===== config.mk =====
export PLATFORM = sky130hd
export DESIGN_NAME = booth_mul
export DESIGN_NICKNAME = d
export VERILOG_FILES = /design/src/rtl/booth_mul.sv
export SDC_FILE = /design/constraint.sdc
export NUM_CORES = 1
export LEC_CHECK = 0
export ABC_AREA = 1
export CAP_MARGIN = 10
export CORE_MARGIN = 2
export CORE_UTILIZATION = 47
export CTS_CLUSTER_SIZE = 25
export DETAILED_ROUTE_END_ITERATION = 10
export GPL_TIMING_DRIVEN = 0
export PLACE_DENSITY_LB_ADDON = 0.05
export SYNTH_ARGS = -nofsm -noshare
export SYNTH_HDL_FRONTEND = slang
export SYNTH_SLANG_ARGS = --single-unit

===== constraint.sdc =====
create_clock -name clk -period 2.42 [get_ports clk]
set_input_delay 0.484 -clock clk [delete_from_list [all_inputs] [get_ports clk]]
set_output_delay 0.484 -clock clk [all_outputs]
set_load 0.01 [all_outputs]

===== src/rtl/booth_mul.sv =====
module booth_mul #(
  parameter int WIDTH = 8
) (
  input  logic               clk,
  input  logic               rst_n,
  input  logic               start,
  input  logic               signed_mode,
  input  logic [WIDTH-1:0]   a,
  input  logic [WIDTH-1:0]   b,
  output logic               busy,
  output logic               done,
  output logic [2*WIDTH-1:0] product
);
  localparam int CW = $clog2(WIDTH + 1);
  localparam logic [CW-1:0] LAST = CW'(WIDTH - 1);
  localparam logic [WIDTH:0] ONE = 1;

  logic [WIDTH:0]     mcand;
  logic [2*WIDTH+1:0] pm;
  logic [CW-1:0]      cnt;
  logic               mode_q;
  logic [WIDTH:0]     hi, addend, sum;
  logic [2*WIDTH+1:0] pm_next;

  assign hi = pm[2*WIDTH+1:WIDTH+1];

  always_comb begin
    addend = '0;
    if (mode_q) begin
      case (pm[1:0])
        2'b01:   addend = mcand;
        2'b10:   addend = ~mcand + ONE;
        default: addend = '0;
      endcase
    end else if (pm[1]) begin
      addend = mcand;
    end
  end

  assign sum     = hi + addend;
  assign pm_next = {mode_q & sum[WIDTH], sum, pm[WIDTH:1]};
  assign product = pm[2*WIDTH:1];

  always_ff @(posedge clk or negedge rst_n) begin
    if (!rst_n) begin
      mcand  <= '0;
      pm     <= '0;
      cnt    <= '0;
      mode_q <= 1'b0;
      busy   <= 1'b0;
      done   <= 1'b0;
    end else begin
      done <= 1'b0;
      if (busy) begin
        pm  <= pm_next;
        cnt <= cnt + 1'b1;
        if (cnt == LAST) begin
          busy <= 1'b0;
          done <= 1'b1;
        end
      end else if (start) begin
        mcand  <= {signed_mode & a[WIDTH-1], a};
        pm     <= {{(WIDTH+1){1'b0}}, b, 1'b0};
        mode_q <= signed_mode;
        cnt    <= '0;
        busy   <= 1'b1;
      end
    end
  end

  p_done_pulse_r6: assert property (@(posedge clk) disable iff (!rst_n)
    done |=> !done);
  p_done_after_busy_r5: assert property (@(posedge clk) disable iff (!rst_n)
    $fell(busy) |-> done);
  p_busy_from_start_r5: assert property (@(posedge clk) disable iff (!rst_n)
    $rose(busy) |-> $past(start));
  p_hold_idle_r7: assert property (@(posedge clk) disable iff (!rst_n)
    (!busy && !start) |=> $stable(product));
  p_ignore_busy_start_r8: assert property (@(posedge clk) disable iff (!rst_n)
    (busy && start) |=> $stable(mcand) && $stable(mode_q));
  p_step_window_r5: assert property (@(posedge clk) disable iff (!rst_n)
    busy |-> cnt < CW'(WIDTH));
endmodule


==> results of run 1 <==
## repair_timing
action,CTS,global route
setup buffers,5,9
endpoints found under the setup margin,8,6
resized for setup,25,25
pin swaps,12,19
cloned,0,0
## report_power, final
group | total [uW] | internal (uW) | switching, uW | leakage (uW)
clock network | 457 | 229 | 228 | 0.0000472
registers | 1100 | 834 | 267 | 0.000421
logic | 2260 | 1120 | 1140 | 0.000886
total | 3820 | 2180 | 1640 | 0.00135
## logic make-up (layout without fill, tap and decap cells)
| kind of cell | after synthesis | after routing | share of synthesized area |
|---|---|---|---|
| xor gates and xnor gates | 2 | 2 | 0.008290 |
| buffers and inverters | 51 | 110 | 0.1220 |
| AOI/OAI and AO/OA | 56 | 56 | 0.1563 |
| adders and majority gates | 15 | 15 | 0.09236 |
| and+or+nand+nor | 109 | 109 | 0.2185 |
| DFF | 34 | 34 | 0.4026 |
## synthesized netlist by cell type
| library cell | instances | share of area |
|---|---|---|
| clkbuf_1 | 1 | 0.0018 |
| a311oi_1 | 1 | 0.0041 |
| nand4_1 | 3 | 0.0089 |
| ha_1 | 14 | 0.083 |
| inv_1 | 26 | 0.046 |
| nand2_1 | 74 | 0.13 |
| nor2_2 | 2 | 0.0059 |
| inv_2 | 3 | 0.0053 |
| a32o_1 | 1 | 0.0047 |
| o22ai_1 | 5 | 0.015 |
| o31ai_1 | 3 | 0.011 |
| a22oi_1 | 4 | 0.014 |
| nor2_4 | 2 | 0.011 |
| buf_4 | 16 | 0.057 |
| a31oi_1 | 2 | 0.0059 |
| dfrtp_1 | 34 | 0.40 |
| buf_2 | 5 | 0.012 |
| a22o_1 | 2 | 0.0083 |
| nand3_1 | 15 | 0.036 |
| o21ai_1 | 4 | 0.0095 |
| xnor2_1 | 2 | 0.0083 |
| nor2_1 | 10 | 0.018 |
| nand2_2 | 2 | 0.0059 |
| a21oi_1 | 13 | 0.031 |
| o21ai_0 | 18 | 0.043 |
| fa_1 | 1 | 0.0095 |
| nor3_1 | 1 | 0.0024 |
| o211ai_1 | 3 | 0.011 |
## worst reg2reg max path, stage by stage (launching register included)
cell     delay, ns
dfrtp_1       0.42
inv_2         0.09
ha_4          0.20
nor2_4        0.13
inv_4         0.07
nor2_4        0.20
nor2_4        0.06
nor2_2        0.14
ha_2          0.21
fa_2          0.22
nand2_2       0.05
inv_2         0.07
nand2_2       0.06
nand2_4       0.08
nand2_2       0.05
inv_2         0.05
nand2_2       0.04
nand2_2       0.07
a21oi_2       0.06
o21ai_1       0.08
nand2_1       0.06
## metal layers
metal  wire length, microns  up-vias  global-route usage
met5                      0        -                   0
met4                     70        0             0.07966
met3                    227        9             0.04701
met2                   2571       46              0.3354
met1                   2422      893              0.2880
li1                       -      989                   -
## per-stage QoR
| stage | total power [uW] | util |
|---|---|---|
| 2_1_floorplan | 2331 | - |
| 3_3_place_gp | 2921 | 0.5853 |
| 3_5_place_dp | 2947 | 0.5842 |
| 4_1_cts | 3576 | 0.6336 |
| 5_1_grt | 4133 | 0.6707 |
| 6_report | 3819 | 0.6707 |
## worst paths after layout
kind                                      end  cells past startpoint
setup / recovery           pm[14]$_DFFE_PN0P_                     20
hold / removal             pm[14]$_DFFE_PN0P_                      1
setup reg to reg           pm[14]$_DFFE_PN0P_                     20
hold reg to reg                done$_DFF_PN0_                      1
max in group asynchronous  cnt[2]$_DFFE_PN0P_                      1
min in group clk               done$_DFF_PN0_                      1
## state kept, by name, indices dropped and copies added (netlist names)
name and flops:
busy 1, mcand 9, mode_q 1, cnt 4, pm 18, done 1
## cell type report
class                   instances  area, sq um
repair buffers                 51        470.5
clock inverters                 2        12.51
inverters                      29        111.4
clock buffers                   6        82.58
multi-input cells             182         1179
plain buffers                  22        148.9
fillers                       386         1434
well taps                      52        65.06
flip-flops and latches         34        850.8
==> flow_summary.toml, run 1 <==
[sta]
tns_ns = -0.1660
max_freq_ghz = 0.3992
post-route-min-period_ns = 2.505
skew_ns = 0.01093
final_hold_viol_count = 0
fin_ws_ns = -0.08486
tightest_slew_ns = 0.7728
grt_setup_unrepaired = "yes"
holdWs_ns = 0.2584
fin_crit_sh = 1.035
relSlewSlack = 0.4848
finalMaxSlewViolations = 0
setup_violations = 4

[clocking]
clk_latency_ns = 0.29
clockBufferDepth = 2
htree_levels = 2
hold_buffers = 0
cts_sinks = 34
clk_pin_slew_ns = 0.08
cts_root_buf = "clkbuf_8"
cts_buffers = 5
cts_tree = "built"

[critical_path]
cpLargestDelayFamily = "simple AND/OR/NAND/NOR gates"
cp-start-kind = "register"
r2r_slack_ns = -0.08
slowest_delay_ns = 0.42
crit_buf_inv = 4
cp.arrival_ns = 2.69
crit_chain = "inv_2 > ha_4 > nor2_4 > inv_4 > nor2_4 > nor2_4 > nor2_2 > ha_2 > fa_2 > nand2_2 > inv_2 > nand2_2 > nand2_4 > nand2_2 > inv_2 > nand2_2 > nand2_2 > a21oi_2 > o21ai_1 > nand2_1"
crit_fanout = 5
required_ns = 2.61
startpoint = "pm[1]$_DFFE_PN0P_"
crit_top_cell = "nand2_2"
cpMaxStageDelayCell = "dfrtp_1"
r2r-start = "pm[1]$_DFFE_PN0P_"
end_kind = "register"
worst-setup-path-type = "register to register"

[floorplanning]
fp-row-count = 24
die_x_microns = 71.06
ioPinCount = 38
initial_utilization = 0.4853
core-area_sq_um = 4354
die_h_microns = 71.06
dieArea_sq_um = 5049

[layout]
drive_gt1_frac = 0.2822
mostFrequentLayoutCell = "nand2_1"
antenna_cells = 0
area_growth_pct = 38.19
fin_cells = 378
design_area_sq_um = 2920
final_cell_mix = "nand2_1 (67), clkdlybuf4s50_1 (36), dfrtp_1 (34)"
final_nets = 360

[logic_synthesis]
syn_area_per_cell_sq_um = 7.915
synth_nets = 302
ys_seq_area_frac = 0.4026
syn_area_sq_um = 2113
ys_seq_elements = 34
ys_types = 28
netlist_instances = 267
ys.warnings.count = 0

[status]
status = "finished with violations"
violations = "setup timing"

[power_and_ir_drop]
power.density_nw_per_um2 = 1308
ir_drop_mv = 0.5965
p_leak_uw = 0.001355

[route]
ant_nets = 0
drt_iter0_markers = 89
avgViaCountPerCell = 5.124
first_pass_iters = 4
post_drt_wl_per_cell_microns = 14.00
routed_wl_microns = 5293
num_vias = 1937
drc = 0

[grt]
grt_usage = 0.2129
grt_pass1_vias = 1848
grt_max_degree = 35
antenna_found_initial = 0
grt_pass1_wl_microns = 8473
globalRouteOverflowTotal = 0

[job]
maxCapViolations = 0

[placement]
port_buffers = 37
dp.cells = 356
gp_congestion = 0.9038
dp_slack_ns = -0.4268
hpwl_microns = 3665
dpl_cell_area_sq_um = 2544

[hold_path]
hp-class = "input port to async pin"
Power figures use the tool's default switching activity.
==> run 2, diff against run 1 <==
Settings changed: CORE_UTILIZATION 47 to 40.
==> run 2 against run 1 <==
Net effect: fmax rose by 3.9%; largest power group unchanged; the flow now finishes without violations; critical path depth is 1 lower; non-clock buffer count decreased by 5; sequential power about the same; power decreased by 0.42%; clock-buffer cell count shrank 1; wire length shrank 7.0%; clock skew is 0.0072 ns lower; register-to-register slack better by 0.09 ns; sequential share of layout area increased by 0.51 points.
==> flow_summary.toml, run 2 (synthesized netlist as in run 1, its figures left out) <==
[status]
status = "finished clean"

[critical_path]
end_kind = "register"
rr_worst_depth = 19
endpoint = "pm[14]$_DFFE_PN0P_"
crit_fanout = 4
r2r_slack_ns = 0.01
r2r-start = "pm[0]$_DFFE_PN0P_"
worst-setup-path-type = "register to register"
startpoint = "pm[0]$_DFFE_PN0P_"
required_ns = 2.61
cp.arrival_ns = 2.60
r2r-end = "pm[14]$_DFFE_PN0P_"
cp-start-kind = "register"

[layout]
seqCellArea_sq_um = 850.8
drive_gt1_frac = 0.2243
final_nets = 355
utilization = 0.5620
antenna_cells = 0
area_growth_pct = 35.82
final_cell_mix = "nand2_1 (71), clkdlybuf4s50_1 (36), dfrtp_1 (34)"
multi_input_area_sq_um = 1101
fillers = 492
top_regs = "pm: 18 flops, mcand: 9 flops, cnt: 4 flops"
regMostFlops = "pm"
fin_cells = 391
mostFrequentLayoutCell = "nand2_1"
largest_reg_flops = 18

[clocking]
htree_levels = 2
clk_pin_slew_ns = 0.08
clk_latency_ns = 0.29
cts_root_buf = "clkbuf_8"
clockBufferDepth = 2
cts_tree = "built"
cts_buffers = 5
cts_sinks = 34
hold_buffers = 0

[sta]
grt_setup_unrepaired = "yes"
tns_ns = 0
fin_crit_sh = 0.9961
max_freq_ghz = 0.4149
skew_ns = 0.003684
setup_violations = 0
post-route-min-period_ns = 2.410
tightest_slew_ns = 0.7756
relSlewSlack = 0.4830
finalMaxSlewViolations = 0
final_hold_viol_count = 0
holdWs_ns = 0.2630

[floorplanning]
dieArea_sq_um = 5881
initial_utilization = 0.4138
die_x_microns = 76.69
core-area_sq_um = 5107
die_h_microns = 76.69
ioPinCount = 38
fp-row-count = 26

[power_and_ir_drop]
ir_drop_mv = 0.6570
p_leak_uw = 0.001345
power.density_nw_per_um2 = 1325

[route]
routed_wl_microns = 4923
first_pass_iters = 4
drt_iter0_markers = 68
drc = 0
ant_nets = 0
post_drt_wl_per_cell_microns = 12.59
num_vias = 1903
avgViaCountPerCell = 4.867

[grt]
globalRouteOverflowTotal = 0
grt_pass1_vias = 1794
grt_pass1_wl_microns = 8307
grt_max_degree = 35
grt_usage = 0.1783
antenna_found_initial = 0

[placement]
dp.cells = 374
port_buffers = 37
gp_congestion = 0.9012
hpwl_microns = 3528

[job]
maxCapViolations = 0

[hold_path]
hp-class = "input port to async pin"
[run 2: cell count changes in the layout (fill, tap and decap cells not counted), sizes merged]
cell / previous run / this run
buf: 36 / 31
bufinv: 0 / 2
clkbuf: 7 / 6
clkinvlp: 1 / 0
[run 2: worst min-delay path by stage]
stage	startpoint	end	slack [ns]
after CTS	rst_n	pm[11]$_DFFE_PN0P_	0.29
after global placement	cnt[3]$_DFFE_PN0P_	done$_DFF_PN0_	0.46
final	rst_n	pm[12]$_DFFE_PN0P_	0.26
after global routing	rst_n	pm[11]$_DFFE_PN0P_	0.32
after floorplan	rst_n	busy$_DFF_PN0_	0.19
after detailed placement	cnt[3]$_DFFE_PN0P_	done$_DFF_PN0_	0.46
[run 2: what timing repair did]
item / CTS / global route
gates resized for setup: 23 / 9
endpoints found under the setup margin: 8 / 6
setup buffers: 6 / 3
hold endpoints to repair: 0 / 0
pin swaps: 9 / 11
[run 2: area by class of cell]
class / count / area share
Clock buffer: 5 / 0.02398
Buffer: 22 / 0.05187
Sequential cell: 34 / 0.2964
Clock inverter: 3 / 0.02398
Tap cell: 70 / 0.03051
Timing Repair Buffer: 46 / 0.1508
Inverter: 29 / 0.03880
Multi-Input combinational cell: 182 / 0.3836
[run 2: power by group]
part	switching, uW	total, uW	internal (uW)
logic	1040	2080	1040
registers	246	1080	834
clock network	232	645	413
total	1520	3800	2290
[run 2: per-stage QoR]
| stage | cell area [sq um] | setup slack, ns | power [uW] |
|---|---|---|---|
| floorplan | 2113 | 0.02685 | 2331 |
| global placement | 2571 | -0.3161 | 2906 |
| detailed placement | 2566 | -0.3194 | 2931 |
| CTS | 2829 | 0.0007099 | 3745 |
| global route | 2870 | -0.2153 | 4139 |
| finish | 2870 | 0.009557 | 3803 |
[run 2: routing by layer]
metal / part of all wire / GRT usage / wire length, microns
met5: 0 / 0 / 0
met4: 0.015 / 0.07091 / 76
met3: 0.045 / 0.04353 / 223
met2: 0.48 / 0.2825 / 2353
met1: 0.46 / 0.2345 / 2270
[run 2: critical path, stage by stage, from the launching register on]
cell	delay [ns]
dfrtp_1	0.42
ha_4	0.25
nor2_4	0.13
inv_4	0.06
o21ai_4	0.17
nor2_4	0.07
nor2_2	0.13
ha_2	0.21
fa_2	0.21
nand2_2	0.05
inv_2	0.06
nand2_2	0.04
nand2_2	0.08
nand2_1	0.05
inv_1	0.06
nand2_1	0.05
nand2_1	0.08
a21oi_1	0.07
o21ai_1	0.07
nand2_1	0.06
